`src/rtl/urx_pkg.sv`:
```
package urx_pkg;
  typedef enum logic [2:0] {
    S_IDLE, S_START, S_DATA, S_PAR, S_STOP, S_WAITHI
  } rx_state_e;

  // data length from the configuration code
  function automatic logic [3:0] urx_len(input logic [1:0] code);
    return 4'd5 + {2'b00, code};
  endfunction

  // 1 when the received parity bit disagrees with the selected mode
  function automatic logic urx_par_err(input logic [7:0] d, input logic pbit,
                                       input logic odd);
    return (^d) ^ pbit ^ odd;
  endfunction
endpackage

```
`src/rtl/urx_sync.sv`:
```
module urx_sync #(
  parameter int STAGES = 2
) (
  input  logic clk,
  input  logic rst_n,
  input  logic din,
  output logic dout
);
  logic [STAGES-1:0] chain;
  always_ff @(posedge clk or negedge rst_n) begin
    if (!rst_n) chain <= '1;
    else        chain <= {chain[STAGES-2:0], din};
  end
  assign dout = chain[STAGES-1];
endmodule

```
`src/rtl/urx_frame.sv`:
```
module urx_frame
  import urx_pkg::*;
(
  input  logic        clk,
  input  logic        rst_n,
  input  logic        tick16,
  input  logic        line,
  input  logic        en,
  input  logic [1:0]  cfg_len,
  input  logic        cfg_par_en,
  input  logic        cfg_par_odd,
  input  logic        cfg_stop2,
  output logic        done,
  output logic [10:0] done_word
);
  rx_state_e   state;
  logic [3:0]  tcnt;
  logic [2:0]  bitcnt;
  logic        stop_idx;
  logic [7:0]  sh;
  logic        pbit, ferr, all_low, prev_line;

  // named internal events
  logic mid_pt, start_fail, last_data, last_stop, brk_now;
  assign mid_pt     = tick16 && ((state == S_START) ? (tcnt == 4'd7) : (tcnt == 4'd15));
  assign start_fail = (state == S_START) && mid_pt && line;
  assign last_data  = ({1'b0, bitcnt} == urx_len(cfg_len) - 4'd1);
  assign last_stop  = !cfg_stop2 || stop_idx;
  assign brk_now    = all_low && !line;

  always_ff @(posedge clk or negedge rst_n) begin
    if (!rst_n) begin
      state <= S_IDLE; tcnt <= '0; bitcnt <= '0; stop_idx <= 1'b0;
      sh <= '0; pbit <= 1'b0; ferr <= 1'b0; all_low <= 1'b0;
      prev_line <= 1'b1; done <= 1'b0; done_word <= '0;
    end else begin
      prev_line <= line;
      done      <= 1'b0;
      if (tick16 && state != S_IDLE && state != S_WAITHI) tcnt <= tcnt + 4'd1;
      unique case (state)
        S_IDLE: if (en && prev_line && !line) begin
          state <= S_START; tcnt <= '0;
        end
        S_START: if (mid_pt) begin
          if (line) state <= S_IDLE;
          else begin
            state <= S_DATA; tcnt <= '0; bitcnt <= '0; sh <= '0;
            all_low <= 1'b1; ferr <= 1'b0; pbit <= 1'b0;
          end
        end
        S_DATA: if (mid_pt) begin
          sh[bitcnt] <= line;
          all_low    <= all_low & !line;
          if (last_data) begin
            state <= cfg_par_en ? S_PAR : S_STOP; stop_idx <= 1'b0;
          end else bitcnt <= bitcnt + 3'd1;
        end
        S_PAR: if (mid_pt) begin
          pbit <= line; all_low <= all_low & !line; state <= S_STOP;
        end
        S_STOP: if (mid_pt) begin
          if (!last_stop) begin
            stop_idx <= 1'b1; all_low <= all_low & !line;
            ferr <= ferr | !line;
          end else begin
            done <= 1'b1;
            if (brk_now) begin
              done_word <= {1'b1, 1'b0, 1'b1, 8'h00};
              state     <= S_WAITHI;
            end else begin
              done_word <= {1'b0,
                            cfg_par_en && urx_par_err(sh, pbit, cfg_par_odd),
                            ferr | !line, sh};
              state     <= S_IDLE;
            end
          end
        end
        S_WAITHI: if (line) state <= S_IDLE;
        default: state <= S_IDLE;
      endcase
    end
  end


  start_abort_chk: assert property (@(posedge clk) disable iff (!rst_n)
    start_fail |=> (state == S_IDLE && !done));

  idle_hold_chk: assert property (@(posedge clk) disable iff (!rst_n)
    (state == S_IDLE && !en) |=> (state == S_IDLE));

  brk_zero_chk: assert property (@(posedge clk) disable iff (!rst_n)
    (state == S_STOP && mid_pt && last_stop && brk_now) |-> (sh == 8'h00));

  waithi_quiet_chk: assert property (@(posedge clk) disable iff (!rst_n)
    (state == S_WAITHI) |=> (!done));
endmodule

```
`src/rtl/urx_fifo.sv`:
```
module urx_fifo #(
  parameter int DEPTH = 16,
  parameter int WIDTH = 12
) (
  input  logic             clk,
  input  logic             rst_n,
  input  logic             push,
  input  logic [WIDTH-1:0] wdata,
  input  logic             pop,
  output logic [WIDTH-1:0] rdata,
  output logic             empty,
  output logic             full
);
  localparam int AW = $clog2(DEPTH);
  logic [WIDTH-1:0] mem [DEPTH];
  logic [AW-1:0]    wptr, rptr;
  logic [AW:0]      count;
  logic             do_push, do_pop;

  assign full    = (count == (AW+1)'(DEPTH));
  assign empty   = (count == '0);
  assign do_push = push && !full;
  assign do_pop  = pop && !empty;
  assign rdata   = mem[rptr];

  always_ff @(posedge clk) if (do_push) mem[wptr] <= wdata;

  always_ff @(posedge clk or negedge rst_n) begin
    if (!rst_n) begin
      wptr <= '0; rptr <= '0; count <= '0;
    end else begin
      if (do_push) wptr <= (wptr == AW'(DEPTH-1)) ? '0 : wptr + 1'b1;
      if (do_pop)  rptr <= (rptr == AW'(DEPTH-1)) ? '0 : rptr + 1'b1;
      count <= count + (AW+1)'(do_push) - (AW+1)'(do_pop);
    end
  end


  fifo_excl_chk: assert property (@(posedge clk) disable iff (!rst_n)
    !(full && empty));

  fifo_count_chk: assert property (@(posedge clk) disable iff (!rst_n)
    (push && !full && !pop) |=> (count == $past(count) + 1'b1));
endmodule

```
`src/rtl/urx_top.sv`:
```
module urx_top
  import urx_pkg::*;
#(
  parameter int DEPTH = 16
) (
  input  logic        clk,
  input  logic        rst_n,
  input  logic        tick16,
  input  logic        rx_line,
  input  logic        unit_en,
  input  logic        rx_en,
  input  logic [1:0]  cfg_len,
  input  logic        cfg_par_en,
  input  logic        cfg_par_odd,
  input  logic        cfg_stop2,
  input  logic        q_pop,
  output logic [11:0] q_rdata,
  output logic        q_empty,
  output logic        q_full
);
  logic        line_s, done, lost, push;
  logic [10:0] word;

  urx_sync #(.STAGES(2)) u_sync (.clk(clk), .rst_n(rst_n), .din(rx_line), .dout(line_s));

  urx_frame u_frame (
    .clk(clk), .rst_n(rst_n), .tick16(tick16), .line(line_s),
    .en(unit_en && rx_en), .cfg_len(cfg_len), .cfg_par_en(cfg_par_en),
    .cfg_par_odd(cfg_par_odd), .cfg_stop2(cfg_stop2),
    .done(done), .done_word(word));

  assign push = done && !q_full;

  always_ff @(posedge clk or negedge rst_n) begin
    if (!rst_n)               lost <= 1'b0;
    else if (done && q_full)  lost <= 1'b1;
    else if (push)            lost <= 1'b0;
  end

  urx_fifo #(.DEPTH(DEPTH), .WIDTH(12)) u_fifo (
    .clk(clk), .rst_n(rst_n), .push(push), .wdata({lost, word}),
    .pop(q_pop), .rdata(q_rdata), .empty(q_empty), .full(q_full));


  lost_set_chk: assert property (@(posedge clk) disable iff (!rst_n)
    (done && q_full) |=> lost);

  lost_clr_chk: assert property (@(posedge clk) disable iff (!rst_n)
    (push && !(done && q_full)) |=> !lost);
endmodule

```
`config.mk`:
```
export PLATFORM = sky130hd
export DESIGN_NAME = urx_top
export DESIGN_NICKNAME = d
export VERILOG_FILES = /design/src/rtl/urx_pkg.sv /design/src/rtl/urx_sync.sv /design/src/rtl/urx_frame.sv /design/src/rtl/urx_fifo.sv /design/src/rtl/urx_top.sv
export SDC_FILE = /design/constraint.sdc
export NUM_CORES = 1
export LEC_CHECK = 0
export BUFFER_PORTS_ARGS = -buffer_cell sky130_fd_sc_hd__buf_2
export CAP_MARGIN = 0
export CORE_AREA = 2 2 140 142
export DETAILED_ROUTE_END_ITERATION = 8
export DIE_AREA = 0 0 142 144
export PLACE_DENSITY = 0.85
export SYNTH_ARGS = -nofsm -noshare
export SYNTH_HDL_FRONTEND = slang
export SYNTH_SLANG_ARGS = --single-unit
```
`constraint.sdc`:
```
create_clock -name clk -period 2.95 [get_ports clk]
set_clock_uncertainty 0.1 [all_clocks]
set_input_delay 0.295 -clock clk [delete_from_list [all_inputs] [get_ports clk]]
set_output_delay 0.295 -clock clk [all_outputs]
set_load 0.02 [all_outputs]
```
==> qor.yml <==
placement:
  port_buffers: 25
  dp.cells: 917
  dpl-instance-area_um2: 10800
  dp_hpwl_um: 13300
  globalplace.congestion: 0.882
synth:
  ys.flop_type: "edfxtp_1"
  ys_warn_count: 0
  yosysUniqueCellTypes: 68
  synth_seq_cells: 243
  avgSynthCellArea_um2: 15.6
  ys_top_cells_by_count: "192 x edfxtp_1, 57 x mux2i_1, 48 x dfrtp_1"
  netlist_instances: 664
  synthArstFlopShare: 0.210
  synth.area.top_cells: "edfxtp_1 56%, dfrtp_1 12%, mux2i_1 5.5%, mux4_2 5.2%, a221oi_1 2.0%"
  synth_top_area_cell: "edfxtp_1"
  yosysTopAreaCellShare: 0.556
  synth_edf_count: 192
  post-synth-top-count-cell: "edfxtp_1"
  syn-cell-area_um2: 10400
  synth_nets: 690
  seq_area_frac_synth: 0.680
detailed_routing:
  vias: 6086
  ant_nets: 0
  wl_per_cell_um: 22.4
  via_per_inst: 6.25
  dr.pass1.iters: 5
  drtIter0Drc: 509
  drc: 0
  drt-total-wl_um: 21800
timing:
  max_slew.worst_pin.slew_ns: 0.958
  period_minus_slack_ns: 2.87
  hold_viol_final: 0
  max_slew_margin: 0.361
  drv_slew: 0
  finalCritPeriodShare: 0.972
  fmax_mhz: 349
  setup_viol: 0
clock_network:
  cts_sinks: 243
  htreeDepth: 1
  path_clk_slew_ns: 0.06
  cts_tree: "done"
  clock_path_buffers: 3
  cts_buffers: 24
  clock-root-buffer: "clkbuf_16"
  worstSkewPairLatency_ns: 0.50
grt:
  grt_max_degree: 43
  use_met2: 0.376
  grt_pass1_wl_um: 34400
  top_usage_layer: "met2"
  grt_antenna_before_repair: 0
  met1_usage: 0.286
  grt_use_total: 0.217
  grt-ovfl-total: 0
  grt_pass1_vias: 6284
  grt_util_met3: 0.0387
critical_path:
  worst-setup-path-type: "flop to flop"
  end_kind: "flop"
  crit_required_ns: 3.27
  path_max_fanout: 3
  worst_setup_path_start_kind: "flop"
  reg2reg_slack_ns: 0.08
  worstPathArrival_ns: 3.19
job:
  drv_cap: 0
cells_and_area:
  final_layout_size_suffix_gt1_frac: 0.210
  fillers: 1307
  finalInstanceArea_um2: 11700
  num_antenna_cells: 0
  final_util: 0.615
  multi_input_area_um2: 2990
  fin_nets: 743
  instances_no_fill: 973
  regArea_um2: 7050
  syn2layout_area_growth_pct: 13.1
floorplanning:
  pin_count: 26
  coreArea_um2: 19100
  die_h_um: 144
  die_width_um: 142
  fp-row-count: 51
  die_area_um2: 20400
  initial_core_util: 0.543
power_and_ir_drop:
  p_leak_nw: 4.76
  power_density_nw_per_um2: 813
  irDropWorstVdd_v: 0.000429
  power_w: 0.00953
hold_path:
  hp-class: "primary input to flop"
outcome:
  status: "complete, no violations"
[logic make-up (layout without fill, tap and decap cells)]
group                    count (synthesis)  in the layout  share of synthesized area
buffers and inverters                   72            143                     0.0334
AO/OA/AOI/OAI                           98             98                     0.0689
multiplexers                            87             87                      0.114
AND/OR/NAND/NOR                        128            128                     0.0659
XOR/XNOR                                22             22                     0.0199
flip-flops                             243            243                      0.680
adder cells (fa/ha/maj)                 14             14                     0.0176
[flip-flops by register name, indices dropped and copies added (netlist names)]
signal	flops
u_frame.ferr	1
u_fifo.count	5
u_fifo.wptr	4
u_frame.prev_line	1
u_frame.pbit	1
u_frame.done_word	11
u_sync.chain	2
u_frame.sh	8
u_frame.stop_idx	1
u_frame.state	3
u_frame.bitcnt	3
lost	1
u_frame.all_low	1
u_fifo.mem	192
u_frame.tcnt	4
u_frame.done	1
u_fifo.rptr	4
[report_power, final]
part | internal, W | leakage, nW | switching [W] | total (W)
registers | 0.00380 | 2.81 | 0.000217 | 0.00401
logic | 0.00106 | 1.56 | 0.00145 | 0.00251
clock network | 0.00179 | 0.390 | 0.00122 | 0.00301
[worst max-delay path, stage by stage, from the launching register on]
cell      delay (ns)
dfrtp_1         0.40
inv_2           0.08
ha_2            0.17
or4b_4          0.47
and2_4          0.16
ha_1            0.28
inv_1           0.07
ha_2            0.18
inv_1           0.06
fa_2            0.39
inv_1           0.06
a21oi_1         0.06
o21bai_1        0.17
xnor2_1         0.14
[metrics by stage]
| stage | setup slack (ns) | hold WS, ns | setup TNS [ns] |
|---|---|---|---|
| after floorplan | 0.133 | -0.101 | 0 |
| after global placement | 0.177 | 0.247 | 0 |
| after detailed placement | -0.00122 | 0.248 | -0.00122 |
| after CTS | 0.0405 | 0.104 | 0 |
| after global routing | -0.0232 | 0.126 | -0.0232 |
| final | 0.0821 | 0.117 | 0 |
[final timing paths]
kind | depth (start not counted) | end | start
worst min-delay path | 4 | u_frame.tcnt[3]$_DFF_PN0_ | tick16
worst min register to register | 0 | u_sync.chain[1]$_DFF_PN1_ | u_sync.chain[0]$_DFF_PN1_
worst max register to register | 13 | u_fifo.count[4]$_DFF_PN0_ | u_fifo.count[3]$_DFF_PN0_
min in group asynchronous | 2 | u_frame.bitcnt[1]$_DFFE_PN0P_ | rst_n
worst max-delay path | 13 | u_fifo.count[4]$_DFF_PN0_ | u_fifo.count[3]$_DFF_PN0_
max in group asynchronous | 3 | u_sync.chain[1]$_DFF_PN1_ | rst_n
[cell usage in the layout (no fill, tap or decap), types with 3 or more instances in the layout]
| cell | n |
|---|---|
| mux2i_1 | 57 |
| inv_1 | 28 |
| dfrtp_1 | 47 |
| clkinv_2 | 4 |
| nor3_1 | 7 |
| dfstp_2 | 3 |
| o32ai_1 | 3 |
| nand4_1 | 4 |
| a22oi_1 | 12 |
| clkbuf_1 | 6 |
| o211ai_1 | 3 |
| a21oi_1 | 7 |
| clkbuf_8 | 6 |
| and3_1 | 5 |
| nor2b_1 | 4 |
| mux4_2 | 24 |
| a221oi_1 | 24 |
| nand2b_1 | 6 |
| nand3_1 | 17 |
| edfxtp_1 | 192 |
| o21ai_0 | 26 |
| xnor2_1 | 15 |
| nand2_1 | 34 |
| ha_1 | 11 |
| clkbuf_16 | 25 |
| nor4_1 | 6 |
| nor2_1 | 25 |
| buf_2 | 25 |
| dlygate4sd3_1 | 5 |
| buf_4 | 36 |
| xor2_1 | 6 |
| mux2_2 | 4 |
[cell type report]
| class | count | share of cell area |
|---|---|---|
| sequential | 243 | 0.601 |
| multi-input combinational | 349 | 0.255 |
| clock buffer | 37 | 0.0623 |
| timing repair buffer | 68 | 0.0414 |
| tap | 238 | 0.0254 |
| inverter | 31 | 0.00992 |
| clock inverter | 7 | 0.00523 |
[routing by layer]
metal	part of all wire	up-vias
met2	0.51	268
met3	0.071	46
li1	-	2675
met4	0.020	0
met5	0	-
met1	0.40	3097
[timing repair]
item,4_1_cts,5_1_grt
endpoints found under the setup margin,10,7
pin swaps,0,4
gates resized for setup,3,7
hold buffers,5,0
setup buffers,3,4
hold endpoints to repair,45,0
No activity file was read; power rests on OpenSTA's default activity.
